[src/rtl/sclkdiv_pkg.sv]
package sclkdiv_pkg;

  typedef enum logic {
    LAW_POW2   = 1'b0,
    LAW_LINEAR = 1'b1
  } div_law_e;

  localparam int unsigned DEF_LIN_W  = 8;
  localparam int unsigned DEF_POW_W  = 4;
  localparam int unsigned DEF_ADDR_W = 8;

endpackage

[src/rtl/sclkdiv_cfg.sv]
module sclkdiv_cfg
  import sclkdiv_pkg::*;
#(
  parameter int unsigned LIN_W  = DEF_LIN_W,
  parameter int unsigned POW_W  = DEF_POW_W,
  parameter int unsigned ADDR_W = DEF_ADDR_W,
  parameter logic [ADDR_W-1:0] OFFSET = 'h1C,
  parameter int unsigned HP_W   = 16,
  localparam int unsigned CFG_W = LIN_W + POW_W + 1
) (
  input  logic              clk,
  input  logic              rst_n,
  input  logic              reg_wr,
  input  logic [ADDR_W-1:0] reg_addr,
  input  logic [CFG_W-1:0]  reg_wdata,
  input  logic              start,
  input  logic              active,
  output logic [HP_W-1:0]   half_per
);

  localparam int unsigned SEL_BIT = LIN_W + POW_W;

  logic [LIN_W-1:0] lin_q, lin_n;
  logic [POW_W-1:0] pow_q, pow_n;
  div_law_e         law_q, law_n;
  logic [HP_W-1:0]  hp_q, hp_n;
  logic [HP_W-1:0]  hp_live;
  logic             hit;

  assign hit = reg_wr && (reg_addr == OFFSET);

  // half period from the live register contents
  always_comb begin
    if (law_q == LAW_LINEAR)
      hp_live = HP_W'(lin_q) + HP_W'(1);
    else
      hp_live = HP_W'(1) << pow_q;
  end

  always_comb begin
    lin_n = lin_q;
    pow_n = pow_q;
    law_n = law_q;
    hp_n  = hp_q;
    if (hit) begin
      lin_n = reg_wdata[LIN_W-1:0];
      pow_n = reg_wdata[SEL_BIT-1:LIN_W];
      law_n = div_law_e'(reg_wdata[SEL_BIT]);
    end
    if (start)
      hp_n = hp_live;
  end

  always_ff @(posedge clk or negedge rst_n) begin
    if (!rst_n) begin
      lin_q <= '0;
      pow_q <= '0;
      law_q <= LAW_POW2;
      hp_q  <= HP_W'(1);
    end else begin
      if (hit) begin
        lin_q <= lin_n;
        pow_q <= pow_n;
        law_q <= law_n;
      end
      if (start)
        hp_q <= hp_n;
    end
  end

  assign half_per = hp_q;

  AST_HP_HOLD: assert property (@(posedge clk) disable iff (!rst_n)
    (active && $past(active)) |-> $stable(half_per));

endmodule

[src/rtl/sclkdiv_count.sv]
module sclkdiv_count #(
  parameter int unsigned HP_W = 16
) (
  input  logic            clk,
  input  logic            rst_n,
  input  logic            run,
  input  logic [HP_W-1:0] half_per,
  output logic            active,
  output logic            start,
  output logic            tick
);

  logic            act_q, act_n;
  logic [HP_W-1:0] cnt_q, cnt_n;
  logic            cnt_en;

  assign start  = run && !act_q;
  assign tick   = act_q && run && (cnt_q == (half_per - HP_W'(1)));
  assign cnt_en = act_q || start;

  always_comb begin
    act_n = run;
    if (!run || start || tick)
      cnt_n = '0;
    else
      cnt_n = cnt_q + HP_W'(1);
  end

  always_ff @(posedge clk or negedge rst_n) begin
    if (!rst_n) begin
      act_q <= 1'b0;
      cnt_q <= '0;
    end else begin
      act_q <= act_n;
      if (cnt_en)
        cnt_q <= cnt_n;
    end
  end

  assign active = act_q;

  AST_CNT_BELOW_HP: assert property (@(posedge clk) disable iff (!rst_n)
    (act_q && run) |-> (cnt_q < half_per));

endmodule

[src/rtl/sclkdiv_edge.sv]
module sclkdiv_edge (
  input  logic clk,
  input  logic rst_n,
  input  logic run,
  input  logic active,
  input  logic start,
  input  logic tick,
  input  logic cpol,
  output logic sclk,
  output logic lead_stb,
  output logic trail_stb
);

  logic phase_q, phase_n;
  logic pol_q, pol_n;
  logic sclk_q, sclk_n;
  logic lead_q, lead_n;
  logic trail_q, trail_n;

  always_comb begin
    pol_n   = start ? cpol : pol_q;
    if (!run || start)
      phase_n = 1'b0;
    else if (tick)
      phase_n = !phase_q;
    else
      phase_n = phase_q;
    sclk_n  = (run && active) ? (pol_q ^ phase_n) : cpol;
    lead_n  = tick && !phase_q;
    trail_n = tick && phase_q;
  end

  always_ff @(posedge clk or negedge rst_n) begin
    if (!rst_n) begin
      phase_q <= 1'b0;
      pol_q   <= 1'b0;
      sclk_q  <= 1'b0;
      lead_q  <= 1'b0;
      trail_q <= 1'b0;
    end else begin
      phase_q <= phase_n;
      if (start)
        pol_q <= pol_n;
      sclk_q  <= sclk_n;
      lead_q  <= lead_n;
      trail_q <= trail_n;
    end
  end

  assign sclk      = sclk_q;
  assign lead_stb  = lead_q;
  assign trail_stb = trail_q;

  AST_STB_EXCL: assert property (@(posedge clk) disable iff (!rst_n)
    $onehot0({lead_q, trail_q}));
  AST_LEAD_MOVES: assert property (@(posedge clk) disable iff (!rst_n)
    lead_q |-> (sclk_q != $past(sclk_q)));
  AST_TRAIL_IDLE: assert property (@(posedge clk) disable iff (!rst_n)
    trail_q |-> (sclk_q == pol_q));

endmodule

[src/rtl/spi_sclk_gen.sv]
module spi_sclk_gen
  import sclkdiv_pkg::*;
#(
  parameter int unsigned LIN_W    = DEF_LIN_W,
  parameter int unsigned POW_W    = DEF_POW_W,
  parameter int unsigned ADDR_W   = DEF_ADDR_W,
  parameter logic [ADDR_W-1:0] OFFSET = 'h1C,
  parameter int unsigned SYNC_STG = 2,
  localparam int unsigned CFG_W   = LIN_W + POW_W + 1
) (
  input  logic              clk,
  input  logic              rst_n,
  input  logic              reg_wr,
  input  logic [ADDR_W-1:0] reg_addr,
  input  logic [CFG_W-1:0]  reg_wdata,
  input  logic              cpol,
  input  logic              run,
  output logic              sclk,
  output logic              lead_stb,
  output logic              trail_stb
);

  localparam int unsigned POW_HP_W = 2 ** POW_W;
  localparam int unsigned HP_W     = (POW_HP_W > LIN_W + 1) ? POW_HP_W : LIN_W + 1;

  // reset: asserted asynchronously, released through a flop chain
  logic [SYNC_STG-1:0] rsync_q;
  logic                rst_s_n;

  genvar g;
  generate
    for (g = 0; g < SYNC_STG; g++) begin : g_rsync
      always_ff @(posedge clk or negedge rst_n) begin
        if (!rst_n)
          rsync_q[g] <= 1'b0;
        else if (g == 0)
          rsync_q[g] <= 1'b1;
        else
          rsync_q[g] <= rsync_q[(g == 0) ? 0 : g-1];
      end
    end
  endgenerate

  assign rst_s_n = rsync_q[SYNC_STG-1];

  logic [HP_W-1:0] half_per;
  logic            active, start, tick;

  sclkdiv_cfg #(
    .LIN_W(LIN_W), .POW_W(POW_W), .ADDR_W(ADDR_W), .OFFSET(OFFSET), .HP_W(HP_W)
  ) u_cfg (
    .clk(clk), .rst_n(rst_s_n), .reg_wr(reg_wr), .reg_addr(reg_addr),
    .reg_wdata(reg_wdata), .start(start), .active(active), .half_per(half_per)
  );

  sclkdiv_count #(.HP_W(HP_W)) u_count (
    .clk(clk), .rst_n(rst_s_n), .run(run), .half_per(half_per),
    .active(active), .start(start), .tick(tick)
  );

  sclkdiv_edge u_edge (
    .clk(clk), .rst_n(rst_s_n), .run(run), .active(active), .start(start),
    .tick(tick), .cpol(cpol), .sclk(sclk), .lead_stb(lead_stb),
    .trail_stb(trail_stb)
  );

  AST_IDLE_CPOL: assert property (@(posedge clk) disable iff (!rst_s_n)
    $past(!run && rst_s_n) |-> (sclk == $past(cpol)));
  AST_NO_IDLE_STB: assert property (@(posedge clk) disable iff (!rst_s_n)
    $past(!run && rst_s_n) |-> !(lead_stb || trail_stb));

endmodule

[config.mk]
export PLATFORM = sky130hd
export DESIGN_NAME = spi_sclk_gen
export DESIGN_NICKNAME = d
export VERILOG_FILES = /design/src/rtl/sclkdiv_pkg.sv /design/src/rtl/sclkdiv_cfg.sv /design/src/rtl/sclkdiv_count.sv /design/src/rtl/sclkdiv_edge.sv /design/src/rtl/spi_sclk_gen.sv
export SDC_FILE = /design/constraint.sdc
export NUM_CORES = 1
export LEC_CHECK = 0
export CAP_MARGIN = 20
export CORE_MARGIN = 1
export CORE_UTILIZATION = 30
export DETAILED_ROUTE_END_ITERATION = 6
export HOLD_SLACK_MARGIN = 0.06
export PLACE_DENSITY = 0.5
export RECOVER_POWER = 25
export SYNTH_ARGS = -nofsm -noshare
export SYNTH_HDL_FRONTEND = slang
export SYNTH_SLANG_ARGS = --single-unit
[constraint.sdc]
create_clock -name clk -period 1.7 [get_ports clk]
set_input_delay 0.255 -clock clk [delete_from_list [all_inputs] [get_ports clk]]
set_output_delay 0.255 -clock clk [all_outputs]
set_load 0.02 [all_outputs]
# Word level (Yosys, flattened, before mapping)
# Cells that the tools add are included.
# Widths: inputs -> output; s select.
[word_totals]
regBits = 53
output_inout_bits = 3
in_bits = 26
wordCells = 37
[classes]
n_reduce_logical = 12
addsub = 3
eq_ne = 2
shift = 1
muxes = 5
bitwise_logic = 1
[op_table]
columns = ["op", "count"]
rows = [
  ["$mux 16", 2],
  ["$add 16x1->16 const B", 1],
  ["$eq 16x16->1", 1],
  ["$shl 1x4->16 const A", 1],
  ["$sub 16x1->16 const B", 1],
  ["$add 8x1->9 const B", 1],
  ["$eq 8x5->1 const B", 1],
  ["$logic_and 1x1->1", 6],
  ["$logic_not 1->1", 3],
  ["$logic_or 1x1->1", 3],
  ["$mux 1", 3],
  ["$xor 1x1->1", 1],
]

# Depth between registers and ports, before layout
# Gate-level depths: netlist of the first run.
[logic_depth]
word_depth = 7
depth_mapped = 11
depth_no_buf = 10

# Modules after synthesis
# Synthesis of the first run repeated with hierarchy kept, for this count alone.
[hier_totals]
cells_unflattened = 358
area_unflattened_um2 = 3443.3
[by_module_without_submodules]
columns = ["mod", "cells_each", "seq_area_each_um2", "n_inst", "area_each_um2"]
rows = [
  ["sclkdiv_count", 210, 425.4, 1, 1726.7],
  ["sclkdiv_cfg", 131, 726.9, 1, 1465.2],
  ["sclkdiv_edge", 14, 125.1, 1, 197.7],
  ["spi_sclk_gen", 3, 50.0, 1, 53.8],
]

# Worst setup path before layout of the first run
# No wires, ideal clock.
[synth_timing]
path_type = "register to register"
from = "reg u_cfg.hp_q[6], in the netlist u_cfg.half_per[6]"
to = "reg u_edge.sclk_q, in the netlist u_edge.sclk"
required_ns = 1.617
arrival_ns = 2.934
path_slack_ns = -1.316
stages_incl_launch_ff = 10
setup_time_ns = 0.083
path_buffers = 1
synth_period_minus_slack_ns = 3.016
cell_sequence = "dfrtp_1 -> buf_6 -> or4_4 -> or4_1 -> a2111o_1 -> a221oi_2 -> and4_2 -> ha_1 -> xor2_1 -> o21ai_0"
[synth_between]
elab_chain_cells = 7
[synth_lines]
columns = ["item", "line", "text"]
rows = [
  ["start, declared", "sclkdiv_cfg.sv:26", "logic [HP_W-1:0] hp_q, hp_n;"],
  ["start signal, assigned", "sclkdiv_cfg.sv:67", "hp_q <= hp_n;"],
  ["$sub 16x1->16", "sclkdiv_count.sv:18", "assign tick = act_q && run && (cnt_q == (half_per - HP_W'(1)));"],
  ["$eq 16x16->1", "sclkdiv_count.sv:18", ""],
  ["$logic_and 1x1->1", "sclkdiv_count.sv:18", ""],
  ["$mux 1", "sclkdiv_edge.sv:24", "else if (tick)"],
  ["$mux 1", "sclkdiv_edge.sv:22", "if (!run || start)"],
  ["$xor 1x1->1", "sclkdiv_edge.sv:28", "sclk_n = (run && active) ? (pol_q ^ phase_n) : cpol;"],
  ["$mux 1", "sclkdiv_edge.sv:28", ""],
  ["named net u_edge.sclk_n", "sclkdiv_edge.sv:16", "logic sclk_q, sclk_n;"],
  ["end signal, assigned", "sclkdiv_edge.sv:44", "sclk_q <= sclk_n;"],
  ["end, declared", "sclkdiv_edge.sv:16", ""],
]
# The timed path passes the listed nets, and every way through them passes these cells.
# A chain may end at the register's enable or synchronous reset.

# Worst setup path after layout of the first run
[layout_timing]
from = "reg u_cfg.hp_q[8], in the netlist u_cfg.half_per[8]"
to = "reg u_edge.sclk_q, in the netlist u_edge.sclk"
# Same word-level chain as after synthesis.

==> results.cfg, run 1 <==
[critical_path]
path_max_fanout = 2
end_kind = flop
cp.arrival_ns = 3.10
cp_common_cell = or4_4
crit_type = flop to flop
setup.worst_path.start_class = flop
critical_path.slowest_cell = or4_4
path_cells = or4_4, or4_4, a2111o_1, a221oi_2, and4_4, ha_4, xor2_1, o21ai_1
required_ns = 1.95
slowest_delay_ns = 0.51

[placement]
gp_congestion = 0.810
dp_hpwl_um = 5410
io_buffers = 28
postPlaceCellArea_um2 = 3920
pre_cts_slack_ns = -1.14

[power_and_ir_drop]
pwr-share-comb_pct = 19.4
p_sw_share_pct = 26.9
p_leak_nw = 1.79
internal_power_mw = 2.06
clockPowerShare_pct = 32.9
vdd_drop_max_mv = 0.384
p_per_area_nw_per_um2 = 691
p_seq_share_pct = 47.7
switching_power_mw = 0.757

[finish]
multi_input_area_um2 = 1620
fillers = 990
areaGrowthSynthToFinish_pct = 34.1
ff_latch_area_um2 = 1330
postLayoutCoreUtil_pct = 41.7
drive_gt1_share_pct = 26.8
design_area_um2 = 4070
n_antenna_cell = 0
finalNetCount = 426

[logic_synthesis]
synth.most_common_cell = dfrtp_1
syn_nets = 337
ys.flop_type = dfrtp_1
yosys.area.top_type = dfrtp_1
netlist.area_leader.share_pct = 42.8
syn_area_um2 = 3040
yosysSeqAreaShare_pct = 43.7
synthTopCellsByArea = dfrtp_1 (43%), xnor2_1 (6.3%), xor2_1 (5.5%)
synth_edf_count = 0
ys_top_cells_by_count = dfrtp_1 (52), nand2_1 (29), nor2_1 (27), xnor2_1 (22), xor2_1 (19)
async_reset_ff_share_pct = 100
synth.distinct_cells = 52
syn_area_per_cell_um2 = 9.93
syn_inst = 306
ys_ff_latch = 53
synth_warnings = 0

[route]
viasPerCell = 4.71
dr.pass1.iters = 4
drt-initial-drc-count = 60
antenna_left = 0
drt-total-wl_um = 6880
num_vias = 2493
wl_per_cell_um = 13.0
drcViolationCount = 0

[grt]
overflow = 0
antenna_found_initial = 0
grt_pass1_wl_um = 11400
first_global_vias = 2297
grt_max_degree = 52
grtUsageTotal_pct = 14.1

[clocking]
htree_levels = 2
cts_made_buffers = 5
clk_pin_slew_worst_paths_ns = 0.11
clock-sinks = 53
cts_tree = built
cts_buffer_depth = 2
clockRootBuffer = clkbuf_8
insertion_delay_ns = 0.32

[flow_run]
maxCapViolCount = 0

[floorplanning]
die-area_um2 = 10500
die_y_um = 103
die_w_um = 103
start_util_pct = 31.1
ios = 29
row_count = 36
core_um2 = 9770

[sta]
max_slew_margin_pct = 16.4
layout_min_cycle_time_ns = 2.84
hold_viol = 0
clock_skew_ns = 0.0148
min_period_over_period_pct = 167
fmax_ghz = 0.352
setup_ws_ns = -1.14
fin_hold_ws_ns = 0.155
tightest_slew_ns = 1.25
finalSetupTns_ns = -21.35
setup_violations = 20
slew_violations = 0
rsz0062_at_grt = yes

[status]
violations = negative setup slack
run_status = finished, violations left

[min_path]
hold_class = input port to asynchronous set/reset pin
-- cell families after synthesis --
family	Yosys count	share of synthesized area (%)
multiplexers	16	5.85
other	1	0.123
AO/OA/AOI/OAI	47	11.1
flip-flops	53	43.7
XOR/XNOR	41	11.8
AND/OR/NAND/NOR	121	20.8
buffers and inverters	22	4.53
adder cells (fa/ha/maj)	5	2.06
-- flip-flops by register name, summed over array words and instances, names as in the netlist, 4 cells and up --
signal,count
u_cfg.half_per,16
u_count.cnt_q,16
u_cfg.lin_q,8
u_cfg.pow_q,4
-- worst paths after layout --
kind / slack [ns] / to / startpoint / depth (start not counted)
setup / recovery: -1.14 / u_edge.sclk / u_cfg.half_per[8] / 8
hold / removal: 0.16 / rsync_q[0] / rst_n / 1
setup reg to reg: -1.14 / u_edge.sclk / u_cfg.half_per[8] / 8
hold reg to reg: 0.36 / rst_s_n / rsync_q[0] / 0
max in group asynchronous: 0.33 / u_edge.pol_q / rst_s_n / 1
min in group clk: 0.36 / rst_s_n / rsync_q[0] / 0
-- per-stage QoR --
stage / std cells / power [mW]
after floorplan: 306 / 1.65
final: 529 / 2.81
after global placement: 519 / 1.91
after global routing: 529 / 2.97
after CTS: 528 / 2.86
after detailed placement: 519 / 1.91
-- power by group through the flow --
| stage | clock, mW | combinational (mW) | sequential (mW) |
|---|---|---|---|
| floorplan | 0 | 0.253 | 1.39 |
| global placement | 0 | 0.539 | 1.37 |
| detailed placement | 0 | 0.542 | 1.37 |
| CTS | 0.962 | 0.551 | 1.34 |
| global route | 1.02 | 0.602 | 1.35 |
| finish | 0.924 | 0.547 | 1.34 |
-- critical path: cells and delay by family, from the launching register on --
| family | cells | cell delay (ns) |
|---|---|---|
| flip-flops | 1 | 0.40 |
| AND/OR/NAND/NOR | 3 | 1.22 |
| adder cells (fa/ha/maj) | 1 | 0.22 |
| XOR/XNOR | 1 | 0.14 |
| AO/OA/AOI/OAI | 3 | 0.80 |
-- per-layer routing --
metal | track usage (%) | vias up | share of wire [%]
li1 | - | 1275 | -
met1 | 20.1 | 1183 | 50
met2 | 22.1 | 31 | 46
met3 | 2.51 | 4 | 2.6
met4 | 3.30 | 0 | 0.64
met5 | 0 | - | 0
-- cell usage in the layout (no fill, tap or decap), types with 4 or more instances in the layout --
cell             count
xnor2_1             22
nand2b_1             5
nand3_1             12
nor3_1               9
inv_1                6
xor2_1              19
dfrtp_1             51
nor2_1              26
and3_1               5
mux2_2              14
a21oi_1              9
clkdlybuf4s50_1     27
o21ai_0             11
o31ai_1              8
nand4_1              5
nand2_1             29
a211oi_1             4
buf_4               66
nor4_1               9
clkbuf_8             5
-- repair_timing --
item,4_1_cts,5_1_grt
endpoints found under the setup margin,20,20
gates resized for setup,3,7
hold buffers,0,0
setup buffers,1,2
-- cell type report --
type | count | share of cell area [%]
multi-input cells | 231 | 39.7
flip-flops and latches | 53 | 32.6
repair buffers | 98 | 20.2
well taps | 133 | 4.08
clock buffers | 5 | 1.69
clock inverters | 3 | 1.17
inverters | 6 | 0.553
Power figures use the tool's default switching activity.
==> inputs of run 2 (changes only) <==
- CELL_PAD_IN_SITES_DETAIL_PLACEMENT: default -> 0
- CELL_PAD_IN_SITES_GLOBAL_PLACEMENT: default -> 2
- PLACE_DENSITY: 0.5 -> 0.71
==> run 2 against run 1 <==
The flow still finishes with violations (negative setup slack); clock power shrank 13%; sequential power is essentially flat; sequential cell count is the same; maximum frequency grew 1.5%; die area is the same; critical path type unchanged.
==> results.cfg, run 2 (synthesis gave the netlist of run 1 again) <==
[power_and_ir_drop]
clockPowerShare_pct = 29.9
p_leak_nw = 1.77
pwr-share-comb_pct = 20.2
vdd_drop_max_mv = 0.378
p_per_area_nw_per_um2 = 668
internal_power_mw = 1.94
p_seq_share_pct = 50.0
total_power_mw = 2.70
switching_power_mw = 0.753
p_sw_share_pct = 27.9

[status]
violations = negative setup slack
run_status = finished, violations left

[sta]
tightest_slew_ns = 0.581
max_slew_margin_pct = 61.3
clock_skew_ns = 0.0128
rsz0062_at_grt = yes
slew_violations = 0
fmax_ghz = 0.357
min_period_over_period_pct = 165
layout_min_cycle_time_ns = 2.80
setup_ws_ns = -1.10
setup_violations = 20
hold_viol = 0

[finish]
n_antenna_cell = 0
final_common_cell = buf_4
drive_gt1_share_pct = 25.6
fillers = 1017
finalNetCount = 424
most-common-layout-cells = buf_4 (62), dfrtp_1 (52), nand2_1 (29), nor2_1 (27), clkdlybuf4s50_1 (27)
design_area_um2 = 4040
areaGrowthSynthToFinish_pct = 33.0

[critical_path]
setup.worst_path.end = u_edge.sclk
required_ns = 1.95
rrSetupSlack_ns = -1.10
r2r-end = u_edge.sclk
critical_path.slowest_cell = or4_4
r2r_cells = 8
crit_type = flop to flop
slowest_delay_ns = 0.53
timing.rr.start = u_cfg.half_per[5]
cp.arrival_ns = 3.05
path_max_fanout = 2
worstSetupStartpoint = u_cfg.half_per[5]
end_kind = flop
setup.worst_path.start_class = flop
path_cells = or4_4, or4_1, a2111o_1, a221oi_2, and4_4, ha_4, xor2_1, o21ai_1

[flow_run]
maxCapViolCount = 0

[route]
viasPerCell = 4.72
antenna_left = 0
num_vias = 2489
drt-initial-drc-count = 58
drt-total-wl_um = 7120
drcViolationCount = 0
wl_per_cell_um = 13.5
dr.pass1.iters = 4

[floorplanning]
core_um2 = 9770
die_w_um = 103
row_count = 36
die-area_um2 = 10500
ios = 29
start_util_pct = 31.1
die_y_um = 103

[grt]
grt_max_degree = 38
use_met3_pct = 2.24
overflow = 0
busiest_layer = met2
antenna_found_initial = 0
grtUsageTotal_pct = 14.6
grt_use_met1_pct = 19.9
use_met2_pct = 24.6
first_global_vias = 2375
grt_pass1_wl_um = 11900

[min_path]
hold_class = input port to asynchronous set/reset pin

[clocking]
cts_tree = built
insertion_delay_ns = 0.31
cts_made_buffers = 5
clockRootBuffer = clkbuf_8
clock-sinks = 53
postCtsHoldBufs = 0
cts_buffer_depth = 2
clk_pin_slew_worst_paths_ns = 0.11
htree_levels = 2

[placement]
gp_congestion = 0.827
dp_hpwl_um = 5590
io_buffers = 28
pre_cts_slack_ns = -1.14
postPlaceCellArea_um2 = 3910
## run 2: worst min-delay path by stage
stage	startpoint	cells after the start	endpoint	slack, ns
floorplan	rst_n	0	rst_s_n	-0.04
global placement	rst_s_n	0	u_cfg.half_per[13]	0.18
detailed placement	rst_s_n	0	u_cfg.half_per[13]	0.19
CTS	rst_n	1	rst_s_n	0.08
global route	rst_n	1	rst_s_n	0.15
finish	rst_n	1	rst_s_n	0.15
## run 2: what timing repair did
action                     4_1_cts  5_1_grt
pin swaps                        1        2
buffers inserted                 1        1
setup endpoints to repair       20       20
gates resized for setup          2        6
## run 2: metrics by stage
stage / setup TNS [ns] / util, % / hold slack, ns / std cells
after floorplan: -18.73 / - / -0.0406 / 306
after global placement: -20.16 / 40.0 / 0.183 / 517
after detailed placement: -20.68 / 40.0 / 0.185 / 517
after CTS: -21.03 / 41.1 / 0.0762 / 526
after global routing: -23.50 / 41.3 / 0.147 / 527
final: -20.85 / 41.3 / 0.151 / 527
## run 2: cell type report
type / instances / area (um2) / area share (%)
multi-input combinational: 231 / 1610 / 39.9
timing repair buffer: 96 / 811 / 20.1
inverter: 6 / 22.5 / 0.557
clock buffer: 6 / 82.6 / 2.04
tap: 133 / 166 / 4.12
sequential: 53 / 1330 / 32.9
clock inverter: 2 / 17.5 / 0.434
## run 2: critical path: cells and delay by family, from the launching register on
family	cells	cell delay, ns
AND/OR/NAND/NOR	3	1.23
AO/OA/AOI/OAI	3	0.78
flip-flops	1	0.40
adder cells (fa/ha/maj)	1	0.20
XOR/XNOR	1	0.13
## run 2: power by group through the flow
stage / combinational (mW) / sequential, mW / clock, mW
6_report: 0.543 / 1.35 / 0.805
5_1_grt: 0.605 / 1.36 / 0.886
4_1_cts: 0.542 / 1.35 / 0.836
3_5_place_dp: 0.534 / 1.38 / 0
3_3_place_gp: 0.530 / 1.37 / 0
2_1_floorplan: 0.253 / 1.39 / 0
## run 2: layer usage
layer | wire length [um] | share of wire (%) | vias up
met5 | 0 | 0 | -
met3 | 172 | 2.4 | 7
met1 | 3470 | 49 | 1173
met4 | 46 | 0.65 | 0
li1 | - | - | 1264
met2 | 3430 | 48 | 45
